`config.mk`:
```
export PLATFORM = sky130hd
export DESIGN_NAME = msr_perm_check
export DESIGN_NICKNAME = d
export VERILOG_FILES = /design/src/rtl/msr_perm_check.sv
export SDC_FILE = /design/constraint.sdc
export NUM_CORES = 1
export LEC_CHECK = 0
export BUFFER_PORTS_ARGS = -buffer_cell sky130_fd_sc_hd__buf_2
export CAP_MARGIN = 0
export CORE_MARGIN = 2
export CORE_UTILIZATION = 30
export DETAILED_ROUTE_END_ITERATION = 10
export SLEW_MARGIN = 20
export SYNTH_ARGS = -nofsm -noshare
export SYNTH_HDL_FRONTEND = slang
export SYNTH_SLANG_ARGS = --single-unit
```
`constraint.sdc`:
```
create_clock -name clk -period 3.2 [get_ports clk]
set_clock_uncertainty 0.1 [all_clocks]
set_input_delay 0.32 -clock clk [delete_from_list [all_inputs] [get_ports clk]]
set_output_delay 0.32 -clock clk [all_outputs]
set_load 0.05 [all_outputs]
```
`src/rtl/msr_perm_check.sv`:
```
module msr_perm_check #(
  parameter int ADDR_W = 48,
  parameter int INFO_W = 64,
  parameter int WIN_BYTES = 2048
) (
  input  logic              clk,
  input  logic              rst_n,
  input  logic              start,
  input  logic [31:0]       msr_idx,
  input  logic              is_write,
  input  logic [ADDR_W-1:0] map_base,
  input  logic              guest_on,
  input  logic              icpt_en,
  output logic              rd_req,
  output logic [ADDR_W-1:0] rd_addr,
  input  logic              rd_valid,
  input  logic [7:0]        rd_data,
  output logic              done,
  output logic              exit_o,
  output logic [INFO_W-1:0] exit_info
);

  localparam logic [18:0] RANGE_LO  = 19'h00000;
  localparam logic [18:0] RANGE_MID = 19'h60000;
  localparam logic [18:0] RANGE_HI  = 19'h60008;

  typedef enum logic {S_IDLE, S_WAIT} st_t;
  st_t st;

  logic       op_q;
  logic [2:0] bit_q;

  wire in_lo  = msr_idx[31:13] == RANGE_LO;
  wire in_mid = msr_idx[31:13] == RANGE_MID;
  wire in_hi  = msr_idx[31:13] == RANGE_HI;
  wire mapped = in_lo | in_mid | in_hi;
  wire active = guest_on & icpt_en;

  wire [ADDR_W-1:0] win_off = in_mid ? ADDR_W'(WIN_BYTES) :
                              in_hi  ? ADDR_W'(2 * WIN_BYTES) : '0;
  wire [ADDR_W-1:0] byte_addr = map_base + win_off + ADDR_W'(msr_idx[12:2]);
  wire              perm_bit  = rd_data[bit_q];

  always_ff @(posedge clk) begin
    if (!rst_n) begin
      st        <= S_IDLE;
      rd_req    <= 1'b0;
      rd_addr   <= '0;
      done      <= 1'b0;
      exit_o    <= 1'b0;
      exit_info <= '0;
      op_q      <= 1'b0;
      bit_q     <= '0;
    end else begin
      rd_req <= 1'b0;
      done   <= 1'b0;
      case (st)
        S_IDLE: if (start) begin
          op_q  <= is_write;
          bit_q <= {msr_idx[1:0], is_write};
          if (!active) begin
            done      <= 1'b1;
            exit_o    <= 1'b0;
            exit_info <= '0;
          end else if (!mapped) begin
            done      <= 1'b1;
            exit_o    <= 1'b1;
            exit_info <= INFO_W'(is_write);
          end else begin
            rd_req  <= 1'b1;
            rd_addr <= byte_addr;
            st      <= S_WAIT;
          end
        end
        S_WAIT: if (rd_valid) begin
          done      <= 1'b1;
          exit_o    <= perm_bit;
          exit_info <= perm_bit ? INFO_W'(op_q) : '0;
          st        <= S_IDLE;
        end
        default: st <= S_IDLE;
      endcase
    end
  end


  off_no_exit_chk: assert property (@(posedge clk) disable iff (!rst_n)
    (st == S_IDLE && start && !active) |=> (done && !exit_o && !rd_req));


  unmapped_exit_chk: assert property (@(posedge clk) disable iff (!rst_n)
    (st == S_IDLE && start && active && !mapped) |=> (done && exit_o && !rd_req));


  info_zero_chk: assert property (@(posedge clk) disable iff (!rst_n)
    (done && !exit_o) |-> (exit_info == '0));


  info_op_chk: assert property (@(posedge clk) disable iff (!rst_n)
    (done && exit_o) |-> (exit_info == INFO_W'(op_q)));


  single_req_chk: assert property (@(posedge clk) disable iff (!rst_n)
    rd_req |=> !rd_req);


  valid_done_chk: assert property (@(posedge clk) disable iff (!rst_n)
    (st == S_WAIT && rd_valid) |=> done);


  done_pulse_chk: assert property (@(posedge clk) disable iff (!rst_n)
    done |=> !done);


  busy_ignore_chk: assert property (@(posedge clk) disable iff (!rst_n)
    (st == S_WAIT && !rd_valid && start) |=> (!rd_req && !done));

endmodule

```
## Word-level counts from Yosys, hierarchy flattened

Index checks and enable logic that the tools add are counted.

| storage, ports and cells | value |
|---|---|
| register bits | 120 |
| input port bits | 95 |
| output and inout bits | 115 |

| cells by class | value |
|---|---|
| add/subtract/negate cells | 2 |
| $lt $le $gt $ge | 1 |
| eq/ne operators | 5 |
| muxes and demuxes | 25 |
| bitwise gates (word level) | 5 |
| reductions and logical operators | 5 |

Operator list:

| cell | count |
|---|---|
| 2-to-1 mux 64 bit | 4 |
| case mux 64 bit (2 select lines) | 1 |
| adder 48 x 11 -> 48 bit | 1 |
| adder 48 x 13 -> 48 bit | 1 |
| == test 19 bit, second input constant | 2 |
| 2-to-1 mux 13 bit | 2 |
| logical NOT 19 bit | 1 |
| 2-to-1 mux 1 bit | 14 |
| case mux 1 bit (2 select lines) | 3 |
| < comparator 3 x 4 -> 1 bit, second input constant | 1 |
| inequality test 2 bit, second input constant | 2 |
| AND reduction 4 bit | 1 |
| binary-select mux 1 bit (select 3 bit) | 1 |
| inequality test 3 bit, second input constant | 1 |
| AND reduction 3 bit | 1 |
| NOT 1 bit | 2 |
| bitwise OR 1 bit | 2 |
| AND reduction 2 bit | 1 |
| OR reduction 2 bit | 1 |
| AND 1 bit | 1 |

## Depth between registers and ports, before layout

Gate-level depths: netlist (run 1).

| depth | value |
|---|---|
| depth after elaboration | 7 |
| depth in mapped cells | 11 |
| depth with buffers taken out | 10 |

## Worst setup path after synthesis (run 1)

Ideal clock, no wire load.

| timing | value |
|---|---|
| kind | input-to-reg |
| start | input port msr_idx[14] |
| end | register rd_addr[17] |
| library setup time | 0.091 ns |
| data arrival time | 2.661 ns |
| slack | 0.348 ns |
| stages on the path | 10 |
| buffers on the path | 0 |
| cell sequence | nor4_1 > nand4_1 > nor3_1 > ha_1 > and4_4 > and3_4 > o2111ai_4 > and2_4 > or3_1 > a311oi_1 |

| between the ends | value |
|---|---|
| longest elaborated chain between the ends | 5 |
| elaborated cells between the ends (all ways) | 10 |
| those cells by class | add/sub (2); eq/ne (2); mux (2); bitwise (2); reduce/logical (2) |

RTL lines:

| item | line | source |
|---|---|---|
| start, declared | 9 | `input logic [31:0] msr_idx,` |
| == test 19 bit | 35 | `wire in_hi = msr_idx[31:13] == RANGE_HI;` |
| 2-to-1 mux 13 bit | 40 | `in_hi ? ADDR_W'(2 * WIN_BYTES) : '0;` |
| 2-to-1 mux 13 bit | 39 | `wire [ADDR_W-1:0] win_off = in_mid ? ADDR_W'(WIN_BYTES) :` |
| adder 48 x 13 -> 48 bit | 41 | `wire [ADDR_W-1:0] byte_addr = map_base + win_off + ADDR_W'(msr_idx[12:2]);` |
| adder 48 x 11 -> 48 bit | 41 |  |
| end signal, assigned | 71 | `rd_addr <= byte_addr;` |
| end, declared | 15 | `output logic [ADDR_W-1:0] rd_addr,` |

Several ways; a longest one is shown, not always the timed one.
A chain may end at the register's enable or synchronous reset.

## Worst setup path after layout (run 1)

| timing | value |
|---|---|
| start | input port msr_idx[14] |
| end | register rd_addr[33] |

The elaborated chain is that of the path after synthesis.

==> results of run 1 <==
[cell usage after synthesis (6+ instances only)]
cell,count
nor3_1,6
nor2_1,20
a211oi_2,9
o21ai_0,35
xnor2_1,36
or3_1,10
ha_1,13
a21oi_1,63
nand2_1,46
clkbuf_1,15
inv_1,12
a211oi_1,19
buf_4,64
dfxtp_1,56
nand4_1,8
nand3_1,19
a21o_1,6
[power breakdown]
| group | switching [mW] | internal (mW) |
|---|---|---|
| Combinational | 0.330 | 0.127 |
| Sequential | 0.00283 | 0.700 |
| Clock | 0.268 | 0.313 |
| Total | 0.601 | 1.14 |
[state kept, by name, indices dropped and copies added (netlist names)]
register	cells
bit_q	3
done	1
exit_info	1
rd_req	1
st	1
exit_o	1
rd_addr	48
[worst max path at each step]
stage	from	end
finish	msr_idx[14]	rd_addr[33]
global route	msr_idx[14]	rd_addr[33]
CTS	msr_idx[21]	rd_addr[33]
detailed placement	msr_idx[21]	rd_addr[33]
global placement	msr_idx[14]	rd_addr[37]
floorplan	msr_idx[14]	rd_addr[17]
[cell families (layout without fill, tap and decap cells)]
group | count (synthesis) | after routing | share of synthesized area
muxes | 4 | 4 | 0.0165
adders and majority gates | 14 | 14 | 0.0454
buffers and inverters | 98 | 183 | 0.153
other | 1 | 64 | 0.000933
DFF | 56 | 56 | 0.279
and+or+nand+nor | 134 | 134 | 0.176
AOI/OAI and AO/OA | 151 | 151 | 0.251
xor gates and xnor gates | 36 | 36 | 0.0784
[worst max-delay path, delay by kind of cell]
kind	cells	cell delay (ns)
and+or+nand+nor	5	1.26
AOI/OAI and AO/OA	3	0.67
buffers and inverters	2	0.35
adders and majority gates	1	0.17
xor gates and xnor gates	1	0.17
[cell usage in the layout (no fill, tap or decap), types with 2 or more instances in the layout]
master and count:
xnor2_1 36, mux4_2 2, a211oi_2 9, conb_1 63
nand3_1 19, ha_1 13, inv_1 12, buf_2 146
nor3_1 3, nand2_1 46, clkbuf_16 5, nand4_1 8
or3_1 10, a21oi_1 63, nor2b_1 2, nand4_2 4
and2_1 2, buf_4 15, a311oi_1 2, o211ai_1 3
nand2b_1 3, a21o_1 6, o21ai_0 35, a2111oi_2 3
nor2_1 20, a211oi_1 19, nor4_1 4, and3_1 3
nor3_2 3, dfxtp_1 56
[cell type report]
cell class | instances | area share
clock inverter | 1 | 0.00152
multi-input combinational | 402 | 0.513
timing repair buffer | 162 | 0.175
tap | 176 | 0.0446
clock buffer | 7 | 0.0289
sequential | 56 | 0.227
inverter | 13 | 0.00988
antenna | 1 | 0.000507
[routing by layer]
metal,GRT usage,up-vias,part of all wire
met5,0,-,0
met4,0.0390,0,0.013
met3,0.0304,13,0.064
met2,0.274,160,0.48
met1,0.201,1815,0.45
li1,-,1935,-
[metrics by stage]
| stage | utilization | worst slack (ns) | cell area, sq um |
|---|---|---|---|
| finish | 0.374 | 0.344 | 4940 |
| global route | 0.374 | 0.0600 | 4940 |
| CTS | 0.374 | 0.311 | 4940 |
| detailed placement | 0.363 | -0.000118 | 4790 |
| global placement | 0.363 | 0.126 | 4790 |
| floorplan | - | 0.348 | 4250 |
==> flow_summary.json, run 1 <==
{
  "rr_startpoint": "st",
  "port_buffers": 146,
  "path_class": "input port to flop",
  "post_drt_wl_per_cell_um": 14.3,
  "max_cap_violations": 0,
  "numClockSinks": 56,
  "cts_tree": "done",
  "slowest_delay_ns": 0.41,
  "crit_chain": "buf_2, nor4_1, nand4_1, nor3_1, ha_1, and4_4, and3_4, o2111ai_4, buf_4, a2111oi_2, xnor2_1, a21oi_1",
  "synthToLayoutAreaGrowth_pct": 22.8,
  "async_reset_ff_frac": 0,
  "hold_path.startpoint": "msr_idx[1]",
  "fmax_mhz": 350,
  "grt_pass1_vias": 3566,
  "htree_levels": 2,
  "ff_latch_area_sq_um": 1120,
  "clock_path_buffers": 2,
  "powerDensity_nw_per_um2": 353,
  "synth_edf_count": 0,
  "gp_congestion": 0.861,
  "grt_max_degree": 42,
  "drt-total-wl_um": 11700,
  "min_period_ns": 2.86,
  "synth_top_cell_by_area": "dfxtp_1",
  "start_util": 0.305,
  "num_vias": 3923,
  "hp-class": "input port to flop",
  "hold_viol": 0,
  "ys_types": 52,
  "power_mw": 1.74,
  "core_area_sq_um": 13200,
  "synth_warnings": 0,
  "synthTopCellsByArea": "dfxtp_1 28%, buf_4 12%, a21oi_1 7.8%, xnor2_1 7.8%, o21ai_0 4.4%",
  "first_iter_violations": 223,
  "slew_headroom": 0.619,
  "whs_endpoint": "bit_q[2]",
  "die_w_um": 120,
  "power_leakage_nw": 2.12,
  "fin_setup_tns_ns": 0,
  "rsz0062_at_grt": "false",
  "drive_gt1_frac": 0.314,
  "antenna_found_initial": 1,
  "syn_inst": 494,
  "instances_no_fill": 818,
  "path_max_fanout": 12,
  "worst_hold_path.num_cells": 3,
  "cp.required_ns": 3.29,
  "dieArea_sq_um": 14300,
  "grt_usage": 0.158,
  "cts_buffers": 5,
  "grt_overflow": 0,
  "grt_first_pass_wirelength_um": 18000,
  "synth-seq-area-share": 0.279,
  "setup_viol": 0,
  "num_io_pins": 210,
  "crit_path_top_delay_cell": "a2111oi_2",
  "nFillCells": 1389,
  "worstSetupEndpointType": "flop",
  "viasPerCell": 4.80,
  "rows": 42,
  "peakVddDrop_mv": 0.239,
  "multiInputGateArea_sq_um": 2530,
  "hold_slack_ns": 0.176,
  "cts_hold_buf": 0,
  "start_kind": "input port",
  "synth_area_per_cell_sq_um": 8.14,
  "die_h_um": 120,
  "fin_crit_sh": 0.892,
  "cts.repair.resized": 0,
  "netlist_area_sq_um": 4020,
  "drc": 0,
  "synthFlopType": "dfxtp_1",
  "cp_data_arrival_time_ns": 2.94,
  "r2r_slack_ns": 1.04,
  "ant_nets": 0,
  "rr_endpoint": "rd_addr[8]",
  "insertion_delay_ns": 0.29,
  "worst_pin_slew_ns": 0.572,
  "ys_ff_latch": 56,
  "status": "complete, no violations",
  "cts_setup_buffers": 0,
  "place_hpwl_um": 9110,
  "dp_cells": 809,
  "first_pass_iters": 4,
  "drv_slew": 0,
  "cts.reportedPaths.clkPinSlew_ns": 0.08,
  "reg2reg_depth": 4,
  "yosysTopAreaCellShare": 0.279,
  "clockRootBuffer": "clkbuf_16",
  "nets": 749
}
(Power assumes the default switching activity.)
==> inputs of run 2 (changes only) <==
--- a/config.mk
+++ b/config.mk
@@ -5,6 +5,7 @@
 export SDC_FILE = /design/constraint.sdc
 export NUM_CORES = 1
 export LEC_CHECK = 0
+export ABC_AREA = 1
 export BUFFER_PORTS_ARGS = -buffer_cell sky130_fd_sc_hd__buf_2
 export CAP_MARGIN = 0
 export CORE_MARGIN = 2
==> run 2 against run 1 <==
Against the previous run: combinational power grew 12%; setup slack gained 0.25 ns; synthesized cell count is 83% higher; total power rose by 3.3%; critical path type unchanged.
==> flow_summary.json, run 2 <==
{
  "status": "complete, no violations",
  "nets": 1151,
  "synth_warnings": 0,
  "async_reset_ff_frac": 0,
  "drt-total-wl_um": 16300,
  "max_cap_violations": 0,
  "clockRootBuffer": "clkbuf_16",
  "synth_commonest_cells": "298 x nand2_1, 138 x inv_1, 85 x nand3_1",
  "cts_hold_buf": 0,
  "ant_nets": 0,
  "final_common_cell": "nand2_1",
  "fin_crit_sh": 0.815,
  "numClockSinks": 56,
  "rr_startpoint": "st",
  "antennaDiodeCount": 0,
  "r2r_slack_ns": 1.16,
  "dp_cells": 1260,
  "first_pass_iters": 5,
  "insertion_delay_ns": 0.31,
  "instances_no_fill": 1268,
  "placed_cell_area_sq_um": 5870,
  "synthFlopType": "dfxtp_1",
  "fin_setup_tns_ns": 0,
  "die_w_um": 135,
  "cts.repair.resized": 0,
  "netlist_area_sq_um": 5170,
  "cts_setup_buffers": 0,
  "hold_viol": 0,
  "hold_path.startpoint": "rd_valid",
  "antenna_found_initial": 1,
  "grt_overflow": 0,
  "path_class": "input port to flop",
  "num_vias": 5576,
  "grt_usage": 0.178,
  "rsz0062_at_grt": "false",
  "synth_top_cell_by_area": "dfxtp_1",
  "cp.required_ns": 3.31,
  "worst_pin_slew_ns": 0.777,
  "num_io_pins": 210,
  "ys_ff_latch": 56,
  "synth_area_per_cell_sq_um": 5.72,
  "port_buffers": 146,
  "hp-class": "input port to flop",
  "start_kind": "input port",
  "gp_congestion": 0.916,
  "top_register": "rd_addr",
  "die_h_um": 135,
  "core_area_sq_um": 17100,
  "cts.reportedPaths.clkPinSlew_ns": 0.07,
  "drc": 0,
  "grt_pass1_vias": 5058,
  "power_leakage_nw": 3.37,
  "drive_gt1_frac": 0.173,
  "cts_buffers": 5,
  "worstSetupEndpointType": "flop",
  "hold_slack_ns": 0.183,
  "powerDensity_nw_per_um2": 299,
  "clock_path_buffers": 2,
  "syn_inst": 905,
  "path_max_fanout": 7,
  "peakVddDrop_mv": 0.188,
  "final_area_sq_um": 6020,
  "synthTopCellsByArea": "dfxtp_1 22%, nand2_1 22%, inv_1 10%, buf_4 9.3%, nand3_1 8.2%",
  "setup_viol": 0,
  "worstSetupStartpoint": "msr_idx[14]",
  "fmax_mhz": 383,
  "htree_levels": 2,
  "place_hpwl_um": 13500,
  "yosysMostFrequentCell": "nand2_1",
  "drv_slew": 0,
  "synth-seq-area-share": 0.217,
  "largest_reg_flops": 48,
  "dieArea_sq_um": 18300,
  "grt_first_pass_wirelength_um": 25600,
  "yosysTopAreaCellShare": 0.217,
  "synthToLayoutAreaGrowth_pct": 16.3,
  "grt_max_degree": 52,
  "min_period_ns": 2.61,
  "rows": 48,
  "top_regs": "rd_addr x48, bit_q x3",
  "ys_types": 32,
  "cts_tree": "done",
  "first_iter_violations": 297,
  "viasPerCell": 4.40,
  "slew_headroom": 0.481,
  "synth_edf_count": 0,
  "cp_data_arrival_time_ns": 2.72,
  "start_util": 0.303,
  "post_drt_wl_per_cell_um": 12.9,
  "layout_common_cells": "298 x nand2_1, 146 x buf_2, 138 x inv_1"
}
## run 2: cell types whose count changed in the layout (fill, tap and decap cells not counted), moves of 19 or more
| cell | change |
|---|---|
| nand2_1 | +252 |
| xnor2_1 | -33 |
| nand3_1 | +66 |
| a211oi_1 | -19 |
| inv_1 | +126 |
| nor2_1 | +59 |
| a21oi_1 | -29 |
## run 2: worst paths after layout
path	end	cells after the start
max	rd_addr[30]	15
min	st	3
max reg2reg	rd_addr[28]	9
min reg2reg	rd_addr[4]	2
## run 2: cell type report
class	count	area, sq um
Clock inverter	2	10.0
Sequential cell	56	1120
Fill cell	1965	11000
Inverter	141	529
Multi-Input combinational cell	687	3170
Clock buffer	6	139
Timing Repair Buffer	151	768
Tap cell	225	282
## run 2: cell families (layout without fill, tap and decap cells)
| logic type | count (synthesis) | in the layout | synth area share |
|---|---|---|---|
| AO/OA/AOI/OAI | 72 | 72 | 0.0706 |
| XOR/XNOR | 15 | 15 | 0.0254 |
| adder cells (fa/ha/maj) | 14 | 14 | 0.0353 |
| buffers and inverters | 224 | 300 | 0.215 |
| flip-flops | 56 | 56 | 0.217 |
| other | 1 | 63 | 0.000725 |
| AND/OR/NAND/NOR | 523 | 523 | 0.436 |
## run 2: worst max-delay path: stages
cell and delay, ns:
buf_2 0.10, nor2_2 0.11, nand3_1 0.09, nor2_2 0.15
nand2_1 0.06, nor4_1 0.28, ha_1 0.35, nand2_1 0.11
nand2_1 0.06, a21boi_0 0.30, nand3_1 0.37, nand3b_1 0.20
nand3_1 0.09, nand2_1 0.09, inv_1 0.04
## run 2: power by group
group | leakage [nW] | internal (mW) | switching, mW
Sequential | 0.452 | 0.701 | 0.00330
Clock | 0.0766 | 0.310 | 0.274
Combinational | 2.84 | 0.123 | 0.388
Total | 3.37 | 1.13 | 0.666
## run 2: per-layer routing
metal | part of all wire | vias up | wire length (um) | track usage
li1 | - | 2957 | - | -
met1 | 0.45 | 2432 | 7290 | 0.230
met2 | 0.47 | 166 | 7630 | 0.302
met3 | 0.064 | 21 | 1040 | 0.0314
met4 | 0.021 | 0 | 340 | 0.0538
met5 | 0 | - | 0 | 0
## run 2: stage by stage
stage	power (mW)	util	worst slack, ns
3_5_place_dp	1.23	0.344	0.206
2_1_floorplan	1.15	-	0.896
5_1_grt	1.88	0.353	0.313
4_1_cts	1.82	0.353	0.533
3_3_place_gp	1.23	0.344	0.240
6_report	1.80	0.353	0.590
